## config.mk

```make
export PLATFORM = sky130hd
export DESIGN_NAME = brpwm_audio
export DESIGN_NICKNAME = d
export VERILOG_FILES = /design/src/rtl/brpwm_pkg.sv /design/src/rtl/brpwm_timer.sv /design/src/rtl/brpwm_mod.sv /design/src/rtl/brpwm_audio.sv
export SDC_FILE = /design/constraint.sdc
export NUM_CORES = 1
export LEC_CHECK = 0
export ABC_AREA = 1
export ABC_CLOCK_PERIOD_IN_PS = 2300
export BUFFER_PORTS_ARGS = -buffer_cell sky130_fd_sc_hd__buf_2
export CORE_ASPECT_RATIO = 1.75
export CORE_MARGIN = 1
export CORE_UTILIZATION = 59
export CTS_CLUSTER_DIAMETER = 80
export DETAILED_ROUTE_END_ITERATION = 8
export PLACE_DENSITY = 0.84
export SLEW_MARGIN = 10
export SYNTH_ARGS = -nofsm -noshare
export SYNTH_HDL_FRONTEND = slang
export SYNTH_SLANG_ARGS = --single-unit
```

## constraint.sdc

```tcl
create_clock -name clk -period 2.3 [get_ports clk]
set_clock_uncertainty 0.05 [all_clocks]
set_input_delay 0.115 -clock clk [delete_from_list [all_inputs] [get_ports clk]]
set_output_delay 0.115 -clock clk [all_outputs]
set_load 0.01 [all_outputs]
```

## src/rtl/brpwm_pkg.sv

```systemverilog
package brpwm_pkg;

    typedef enum logic [0:0] {
        TMR_EXPIRE = 1'b0,
        TMR_COUNT  = 1'b1
    } tmr_state_t;

endpackage

```

## src/rtl/brpwm_timer.sv

```systemverilog
module brpwm_timer
    import brpwm_pkg::*;
#(
    parameter int TIMER_W = 16
) (
    input  logic               clk,
    input  logic               rst,
    input  logic [TIMER_W-1:0] reload_val,
    output logic               expire
);

    tmr_state_t         state_q, state_d;
    logic [TIMER_W-1:0] cnt_q, cnt_d;

    always_ff @(posedge clk) begin
        if (rst) begin
            state_q <= TMR_EXPIRE;
            cnt_q   <= '0;
        end else begin
            state_q <= state_d;
            cnt_q   <= cnt_d;
        end
    end

    always_comb begin
        state_d = state_q;
        cnt_d   = cnt_q;
        unique case (state_q)
            TMR_EXPIRE: begin
                cnt_d   = reload_val;
                state_d = (reload_val == '0) ? TMR_EXPIRE : TMR_COUNT;
            end
            TMR_COUNT: begin
                cnt_d   = cnt_q - TIMER_W'(1);
                state_d = (cnt_q == TIMER_W'(1)) ? TMR_EXPIRE : TMR_COUNT;
            end
            default: begin
                state_d = TMR_EXPIRE;
            end
        endcase
    end

    always_comb begin
        expire = (state_q == TMR_EXPIRE);
    end

    // zero reload keeps the timer in the expiry state
    a_r9_zero_reload_stays: assert property (@(posedge clk) disable iff (rst)
        (state_q == TMR_EXPIRE && reload_val == '0) |=> (state_q == TMR_EXPIRE));

    // nonzero reload starts a countdown from the reload value
    a_r5_reload_starts_count: assert property (@(posedge clk) disable iff (rst)
        (state_q == TMR_EXPIRE && reload_val != '0) |=>
        (state_q == TMR_COUNT && cnt_q == $past(reload_val)));

    // counting steps down by one each clock
    a_r5_count_steps_down: assert property (@(posedge clk) disable iff (rst)
        (state_q == TMR_COUNT) |=> (cnt_q == $past(cnt_q) - TIMER_W'(1)));

endmodule

```

## src/rtl/brpwm_mod.sv

```systemverilog
module brpwm_mod #(
    parameter int SAMPLE_W = 16
) (
    input  logic                clk,
    input  logic                rst,
    input  logic [SAMPLE_W-1:0] sample,
    output logic                pwm_out
);

    logic [SAMPLE_W-1:0] cnt_q;
    logic [SAMPLE_W-1:0] cnt_rev;
    logic                pwm_q;

    for (genvar i = 0; i < SAMPLE_W; i++) begin : g_rev
        assign cnt_rev[i] = cnt_q[SAMPLE_W-1-i];
    end

    always_ff @(posedge clk) begin
        if (rst) begin
            cnt_q <= '0;
            pwm_q <= 1'b0;
        end else begin
            cnt_q <= cnt_q + SAMPLE_W'(1);
            pwm_q <= (sample > cnt_rev);
        end
    end

    always_comb begin
        pwm_out = pwm_q;
    end

    // free-running counter advances by one and wraps
    a_r2_counter_steps: assert property (@(posedge clk) disable iff (rst)
        1'b1 |=> (cnt_q == $past(cnt_q) + SAMPLE_W'(1)));

    // output follows the comparison against the mirrored counter
    a_r3_output_compare: assert property (@(posedge clk) disable iff (rst)
        1'b1 |=> (pwm_out == ($past(sample) > $past(cnt_rev))));

endmodule

```

## src/rtl/brpwm_audio.sv

```systemverilog
module brpwm_audio #(
    parameter int SAMPLE_W = 16,
    parameter int TIMER_W  = 16
) (
    input  logic                clk,
    input  logic                rst,
    input  logic [TIMER_W-1:0]  reload_val,
    input  logic [SAMPLE_W-1:0] buf_sample,
    input  logic                buf_valid,
    output logic                pwm_out,
    output logic                sample_taken,
    output logic [SAMPLE_W-1:0] active_sample
);

    localparam logic [SAMPLE_W-1:0] MID_SCALE = SAMPLE_W'(1) << (SAMPLE_W - 1);

    logic                expire;
    logic                take;
    logic [SAMPLE_W-1:0] active_q;

    brpwm_timer #(.TIMER_W(TIMER_W)) u_timer (
        .clk        (clk),
        .rst        (rst),
        .reload_val (reload_val),
        .expire     (expire)
    );

    assign take = expire && buf_valid;

    always_ff @(posedge clk) begin
        if (rst) begin
            active_q <= MID_SCALE;
        end else if (take) begin
            active_q <= buf_sample;
        end
    end

    brpwm_mod #(.SAMPLE_W(SAMPLE_W)) u_mod (
        .clk     (clk),
        .rst     (rst),
        .sample  (active_q),
        .pwm_out (pwm_out)
    );

    always_comb begin
        sample_taken  = take;
        active_sample = active_q;
    end

    // a taken sample becomes the active sample
    a_r6_take_loads: assert property (@(posedge clk) disable iff (rst)
        sample_taken |=> (active_sample == $past(buf_sample)));

    // without a take the active sample holds
    a_r7_hold_without_take: assert property (@(posedge clk) disable iff (rst)
        !sample_taken |=> $stable(active_sample));

    // a valid buffer outside expiry is not consumed
    a_r8_no_take_between: assert property (@(posedge clk) disable iff (rst)
        (buf_valid && !u_timer.expire) |-> !sample_taken);

endmodule

```

==> flow_summary.ini, run 1 <==
[clocking]
clk_path_buf_depth = 2
htree_levels = 2
clock_latency_ns = 0.31
cts_buffers = 5
path_clk_slew_ns = 0.09
clkSinkCount = 50
cts_root_buf = clkbuf_8
tritoncts = built

[worst_setup_path]
worstSetupPathType = reg -> out
cp-end-kind = output pin
path_cells = inv_4, nand2_2, inv_2, buf_2
cp_data_arrival_time_ns = 1.48
required_ns = 2.13
max_stage_delay_ns = 0.34
path_max_fanout = 18
start_kind = register
slowest_stage = dfxtp_1

[place]
place.port_buffers = 52
gp_congestion = 0.953
dp_cells = 493
dp_slack_ns = 0.871
place_area_um2 = 3020
dpl.hpwl_mm = 4.86

[final_layout]
nNetsFinal = 505
antenna_cells = 0
utilization_pct = 71.6
stdcell_count = 503
fin_area_um2 = 3150
syn2layout_area_growth_pct = 15.6
drive_gt1_share_pct = 17.5

[power]
ir_worst_vdd_uv = 599
p_leak_nw = 1.46
internal-power_mw = 1.39
finalPower_mw = 1.93
pwr-share-seq_pct = 49.6
combPwrFrac_pct = 18.4
swShare_pct = 28.4
switching_power_mw = 0.550
pwr-share-clk_pct = 32.0
p_per_area_nw_per_um2 = 614

[route]
vias = 2675
dr.first_iter.drc_count = 94
ant_nets = 0
wl_met1_mm = 2.16
totalWireLength_mm = 6.18
routed_via_density = 5.32
firstDrtPassIters = 4
wl_per_cell_um = 12.3
route.met3.wl_um = 231
drcViolationCount = 0
dr.max_layer_used = met4
wl_met2_mm = 3.48

[sta]
setup_viol_count_final = 0
slew_violations = 0
setup_slack_ns = 0.654
rsz0062_at_grt = no
max_freq_mhz = 608
hold_slack_ns = 0.00829
period_needed_ns = 1.65
worst_pin_slew_ns = 0.323
hold_viol_final = 0
min_period_over_period_pct = 71.6
setup_tns_ns = 0
slew_headroom_pct = 78.4

[die]
start_util_pct = 61.9
die_h_um = 91.9
rows = 32
io_pins = 53
core_area_um2 = 4400
die_x_um = 53.4
die_area_um2 = 4910

[synth]
yosysWarnings = 0
yosysSeqAreaShare_pct = 36.7
syn_inst = 397
synth_ff_type = dfxtp_1
ys_seq_elements = 50
syn_area_per_cell_um2 = 6.87
synth-async-reset-ratio_pct = 0
synth_fp_nets = 451
yosysUniqueCellTypes = 30
synth_edf_count = 0
synth.cell_area_um2 = 2730

[grt]
grt_max_degree = 28
gr-total-overflow = 0
antenna_found_initial = 0
grt_pass1_vias = 2671
grt_pass1_wl_mm = 10.7
grt_use_total_pct = 29.2

[worst_hold_path]
hold_class = in -> reg

[status]
status = complete, no violations

[run]
maxCapViolCount = 0
[cell type report]
class / instances / area (um^2)
Tap cell: 51 / 63.8
Sequential cell: 50 / 1000
Clock inverter: 2 / 37.5
Inverter: 51 / 195
Clock buffer: 6 / 72.6
Fill cell: 390 / 1250
Multi-Input combinational cell: 286 / 1480
Timing Repair Buffer: 57 / 303
[path summary, 6_finish.rpt]
kind | from | end | slack (ns) | cells after the start
setup / recovery | u_timer.state_q | sample_taken | 0.65 | 4
hold / removal | buf_sample[5] | active_sample[5] | 0.008 | 3
setup reg to reg | u_mod.cnt_q[9] | u_mod.pwm_out | 0.79 | 7
hold reg to reg | u_mod.cnt_q[13] | u_mod.cnt_q[13] | 0.42 | 2
[cells in the mapped netlist (all sizes together), types with 6 or more instances]
library cell / number / area (um^2)
nand3: 25 / 130
ha: 19 / 238
dfxtp: 50 / 1000
buf: 6 / 33.8
nor3: 7 / 45.0
inv: 50 / 190
nand2: 68 / 268
nor2: 79 / 317
o21ai: 39 / 199
a21oi: 30 / 150
nand4: 7 / 43.8
[cell usage in the layout (no fill, tap or decap), drive strengths merged]
cell type	count
xnor2	1
o21ai	39
nand3	25
buf	55
clkinvlp	1
nor4	1
xor2	4
nor2	79
clkinv	1
a31oi	4
o211ai	1
clkbuf	6
nand4	7
ha	19
dlygate4sd3	2
nand2	68
a21oi	30
a21o	1
bufinv	1
nor3	7
inv	50
dfxtp	50
[state kept, by name, indices dropped and copies added (netlist names)]
signal,cells
u_timer.state_q,1
active_sample,16
u_timer.cnt_q,16
u_mod.pwm_out,1
u_mod.cnt_q,16
[worst max-delay path: cells and delay by family, from the launching register on]
kind	cells	cell delay [ns]
buf+inv	3	0.61
flops	1	0.34
simple gates	1	0.21
[metal layers]
| metal | track usage [%] | up-vias |
|---|---|---|
| li1 | - | 1398 |
| met4 | 18.0 | 0 |
| met3 | 3.98 | 20 |
| met5 | 0 | - |
| met1 | 26.1 | 1182 |
| met2 | 56.0 | 75 |
[power by group through the flow]
stage                     logic [mW]  clock network [mW]  registers (mW)
after global placement         0.341                   0           0.979
after detailed placement       0.353                   0           0.979
after global routing           0.412               0.664           0.967
after floorplan                0.236                   0           0.980
final                          0.357               0.619           0.959
after CTS                      0.359               0.637           0.959
[cell families (layout without fill, tap and decap cells)]
logic type	Yosys count	count (layout)	synth area share, %
xor gates and xnor gates	5	5	1.61
DFF	50	50	36.7
buffers and inverters	61	116	8.99
adders and majority gates	19	19	8.72
and+or+nand+nor	187	187	29.7
AOI/OAI and AO/OA	75	75	14.3
[repair_timing]
action / 4_1_cts / 5_1_grt
hold endpoints to repair: 2 / 0
buffers inserted: 0 / 0
gates resized for setup: 0 / 0
hold buffers: 2 / 0
Note: power is estimated with default switching activity, not from simulation.
==> run 2: changes to the inputs <==
Settings changed: ABC_CLOCK_PERIOD_IN_PS 2300 to 1700, CORE_UTILIZATION 59 to 55, PLACE_DENSITY 0.84 to 0.8.
Clock period 2.3 ns to 1.7 ns, I/O delays scaled along.
==> run 2 against run 1 <==
  * Die area is 7.1% higher
  * Worst hold slack better by 0.0068 ns
  * First-iteration DRC count is 8.5% lower
  * Power is 31% higher
  * Global-route usage is 3.3 points lower
  * Sequential share of layout area is 1.2 points lower
  * Critical path depth stayed put
  * Clock power is 17% higher
  * Routed wire length is 7.0% higher
==> flow_summary.ini, run 2 (synthesis gave the netlist of run 1 again) <==
[clocking]
cts_root_buf = clkbuf_8
cts_setup_buffers = 0
tritoncts = built
path_clk_slew_ns = 0.09
htree_levels = 2
clkSinkCount = 50
cts_buffers = 5
clk_path_buf_depth = 2
clock_latency_ns = 0.31

[worst_setup_path]
start_kind = register
cp-end-kind = output pin
crit_buf_inv = 3
worstSetupPathType = reg -> out
max_stage_delay_ns = 0.46
slowest_stage = dfxtp_1
cp_data_arrival_time_ns = 1.37
path_cells = inv_4, nand2_4, inv_4, buf_2
path_max_fanout = 18
required_ns = 1.56
crit_top_cell = inv_4
cp_top_family = flip-flops

[place]
dpl.hpwl_mm = 4.85
dp_cells = 495
dp_slack_ns = 0.277
gp_congestion = 0.957
place.port_buffers = 52

[power]
p_per_area_nw_per_um2 = 773
p_leak_nw = 1.52
ir_worst_vdd_uv = 632

[sta]
rsz0062_at_grt = no
hold_slack_ns = 0.0151
min_period_over_period_pct = 88.7
setup_tns_ns = 0
hold_viol_final = 0
slew_violations = 0
setup_slack_ns = 0.193
max_freq_mhz = 663
worst_pin_slew_ns = 0.409
slew_headroom_pct = 72.7
setup_viol_count_final = 0
period_needed_ns = 1.51

[route]
firstDrtPassIters = 5
drcViolationCount = 0
ant_nets = 0
totalWireLength_mm = 6.61
routed_via_density = 5.27
wl_per_cell_um = 12.8
vias = 2730
dr.first_iter.drc_count = 86

[run]
maxCapViolCount = 0

[die]
start_util_pct = 57.9
rows = 33
die_h_um = 95.1
die_x_um = 55.2
io_pins = 53
die_area_um2 = 5250
core_area_um2 = 4710

[final_layout]
final_cell_mix = nor2_1, nand2_1, buf_2
syn2layout_area_growth_pct = 20.3
n_fill_cell = 436
layout_commonest_cell = nor2_1
antenna_cells = 0
drive_gt1_share_pct = 17.2
nNetsFinal = 519
stdcell_count = 518

[worst_hold_path]
hold_class = in -> reg

[status]
status = complete, no violations

[grt]
grt_pass1_wl_mm = 10.8
grt_pass1_vias = 2573
gr-total-overflow = 0
grt_use_total_pct = 25.9
grt_util_met1_pct = 24.5
grt_util_met2_pct = 51.6
top_usage_layer = met2
grtUsageMet3_pct = 3.66
antenna_found_initial = 0
grt_max_degree = 19
## run 2: changes by cell type in the layout (fill, tap and decap cells not counted), sizes merged
cell,delta
clkinvlp,-1
buf,+1
clkbuf,+1
bufinv,-1
dlygate4sd3,+13
clkinv,+1
## run 2: metal layers
metal  wire length [um]  vias up  share of wire [%]
li1                   -     1424                  -
met1               2480     1218                 38
met2               3690       65                 56
met3                154       23                2.3
met4                281        0                4.3
met5                  0        -                  0
## run 2: worst paths after layout
| path | cells past startpoint | end | slack (ns) | startpoint |
|---|---|---|---|---|
| hold / removal | 3 | u_timer.cnt_q[8] | 0.02 | reload_val[8] |
| hold reg to reg | 2 | u_mod.cnt_q[14] | 0.42 | u_mod.cnt_q[14] |
| setup reg to reg | 6 | u_timer.cnt_q[8] | 0.25 | u_timer.cnt_q[0] |
| setup / recovery | 4 | sample_taken | 0.19 | u_timer.state_q |
## run 2: timing repair
item | in CTS | in global routing
gates resized for setup | 1 | 1
setup endpoints to repair | 1 | 1
pin swaps | 0 | 0
hold endpoints to repair | 15 | 0
hold buffers | 15 | 0
## run 2: power by group
group	total, mW	internal [mW]	switching, mW
combinational	0.512	0.216	0.296
sequential	1.30	1.24	0.0596
clock	0.724	0.329	0.395
total	2.54	1.78	0.751
## run 2: area by class of cell
type | instances | area, um^2 | share of cell area (%)
Tap cell | 52 | 65.1 | 1.98
Inverter | 51 | 198 | 6.03
Sequential cell | 50 | 1000 | 30.5
Timing Repair Buffer | 71 | 440 | 13.4
Clock inverter | 1 | 5.00 | 0.153
Clock buffer | 7 | 86.3 | 2.63
Multi-Input combinational cell | 286 | 1490 | 45.3
## run 2: worst register-to-register path, cell delays in order (launching register included)
cell and delay, ns:
dfxtp_1 0.34, inv_1 0.12, ha_1 0.24, nand2_1 0.10
nor2_2 0.25, xor2_1 0.17, a21oi_1 0.07
## run 2: metrics by stage
stage	total power [mW]	cell area, um^2	util [%]
2_1_floorplan	1.64	2730	-
3_3_place_gp	1.79	3030	64.4
3_5_place_dp	1.80	3030	64.4
4_1_cts	2.54	3280	69.6
5_1_grt	2.67	3280	69.7
6_report	2.54	3280	69.7
==> run 3: changes to the inputs <==
Settings changed: ABC_CLOCK_PERIOD_IN_PS 1700 to 1400.
Clock period 1.7 ns to 1.4 ns, I/O delays scaled along.
==> run 3 against run 2 <==
  * The run now ends with setup timing left
  * Via count rose by 4.8%
  * Clock power rose by 22%
  * Non-clock buffer count rose by 19
  * Sequential share of layout area fell by 1.6 points
  * Register-to-register slack got worse by 0.29 ns
  * Critical endpoint is now u_mod.cnt_q[12]
  * Largest cell class unchanged
==> flow_summary.ini, run 3 (synthesis gave the netlist of run 1 again) <==
[grt]
grt_use_total_pct = 25.6
gr-total-overflow = 0
grt_util_met1_pct = 22.8
grt_pass1_vias = 2708
grtUsageMet3_pct = 3.39
grt_util_met2_pct = 53.3
grt_pass1_wl_mm = 10.8
grt_max_degree = 30
top_usage_layer = met2
antenna_found_initial = 0

[sta]
hold_slack_ns = 0.000976
max_freq_mhz = 696
worst_pin_slew_ns = 0.314
period_needed_ns = 1.44
slew_headroom_pct = 78.9
setup_viol_count_final = 2
setup_slack_ns = -0.0370
min_period_over_period_pct = 103
slew_violations = 0
rsz0062_at_grt = yes
hold_viol_final = 0
setup_tns_ns = -0.0443

[worst_hold_path]
min_to = u_timer.cnt_q[1]
min_from = reload_val[1]
hold_class = in -> reg
whs_path_depth = 3

[clocking]
cts_root_buf = clkbuf_8
clock_latency_ns = 0.30
tritoncts = built
htree_levels = 2
clk_path_buf_depth = 2
path_clk_slew_ns = 0.09
cts_buffers = 5
clkSinkCount = 50

[route]
wl_per_cell_um = 13.2
totalWireLength_mm = 7.07
ant_nets = 0
vias = 2860
routed_via_density = 5.33
drcViolationCount = 0
firstDrtPassIters = 4
dr.first_iter.drc_count = 84

[place]
gp_congestion = 0.898
dpl.hpwl_mm = 5.14
place.port_buffers = 52
place_area_um2 = 3130

[power]
pwr-share-clk_pct = 27.9
swShare_pct = 30.2
ir_worst_vdd_uv = 974
switching_power_mw = 0.959
pwr-share-seq_pct = 50.0
p_leak_nw = 1.62
p_per_area_nw_per_um2 = 896
internal-power_mw = 2.21
combPwrFrac_pct = 22.1
finalPower_mw = 3.17

[worst_setup_path]
crit_start = u_mod.cnt_q[0]
worstSetupPathType = reg -> reg
path_max_fanout = 4
cp-end-kind = register
required_ns = 1.54
timing.rr.start = u_mod.cnt_q[0]
start_kind = register
cp_data_arrival_time_ns = 1.57
r2r_slack_ns = -0.04
ff2ff_path_depth = 6
regToRegEndpoint = u_mod.cnt_q[12]

[final_layout]
antenna_cells = 0
n_fill_cell = 379
seq_area_um2 = 1020
final_cell_mix = nor2_1, nand2_1, buf_2
utilization_pct = 75.1
layout_commonest_cell = nor2_1
multi_input_area_um2 = 1570
fin_area_um2 = 3540
drive_gt1_share_pct = 25.8
nNetsFinal = 538
syn2layout_area_growth_pct = 29.7

[die]
die_x_um = 55.2
die_h_um = 95.1
die_area_um2 = 5250
io_pins = 53
core_area_um2 = 4710
start_util_pct = 57.9
rows = 33

[status]
violations = setup timing
status = finished, violations left

[run]
maxCapViolCount = 0
run 3: worst max path at each step:
stage	to	slack, ns	cells past startpoint
6_report	u_mod.cnt_q[12]	-0.04	6
5_1_grt	u_timer.cnt_q[13]	-0.11	8
4_1_cts	u_mod.pwm_out	-0.0008	7
3_3_place_gp	u_mod.pwm_out	0.04	7
3_5_place_dp	u_mod.pwm_out	-0.06	7
2_1_floorplan	u_mod.pwm_out	0.11	7
run 3: stage by stage:
stage,worst slack (ns),std cells
final,-0.0370,537
after global routing,-0.115,537
after CTS,-0.000791,532
after detailed placement,-0.0553,508
after global placement,0.0386,508
after floorplan,0.110,397
run 3: timing repair:
item,in CTS,in global routing
setup buffers,0,4
hold endpoints to repair,16,1
endpoints found under the setup margin,4,11
hold buffers,16,1
gates resized for setup,4,33
pin swaps,0,9
run 3: critical path, cell delays in order, from the launching register on:
cell and delay [ns]:
dfxtp_4 0.39, ha_4 0.14, nand2_2 0.08, nor2_4 0.16, nand3_1 0.14, nor4_1 0.27, nor2_1 0.09
run 3: power by group through the flow:
stage	sequential [mW]	combinational, mW	clock [mW]
floorplan	1.61	0.387	0
global placement	1.61	0.584	0
detailed placement	1.61	0.603	0
CTS	1.58	0.643	0.890
global route	1.60	0.784	0.955
finish	1.59	0.700	0.884
run 3: final cells by class:
class / count / area share [%]
multi-input cells: 286 / 44.3
flip-flops and latches: 50 / 28.9
repair buffers: 90 / 16.6
inverters: 51 / 5.59
clock buffers: 6 / 2.34
well taps: 52 / 1.84
clock inverters: 2 / 0.354
run 3: routing by layer:
layer / wire, um / vias to the layer above
li1: - / 1458
met1: 2530 / 1303
met2: 4090 / 81
met3: 237 / 18
met4: 214 / 0
met5: 0 / -
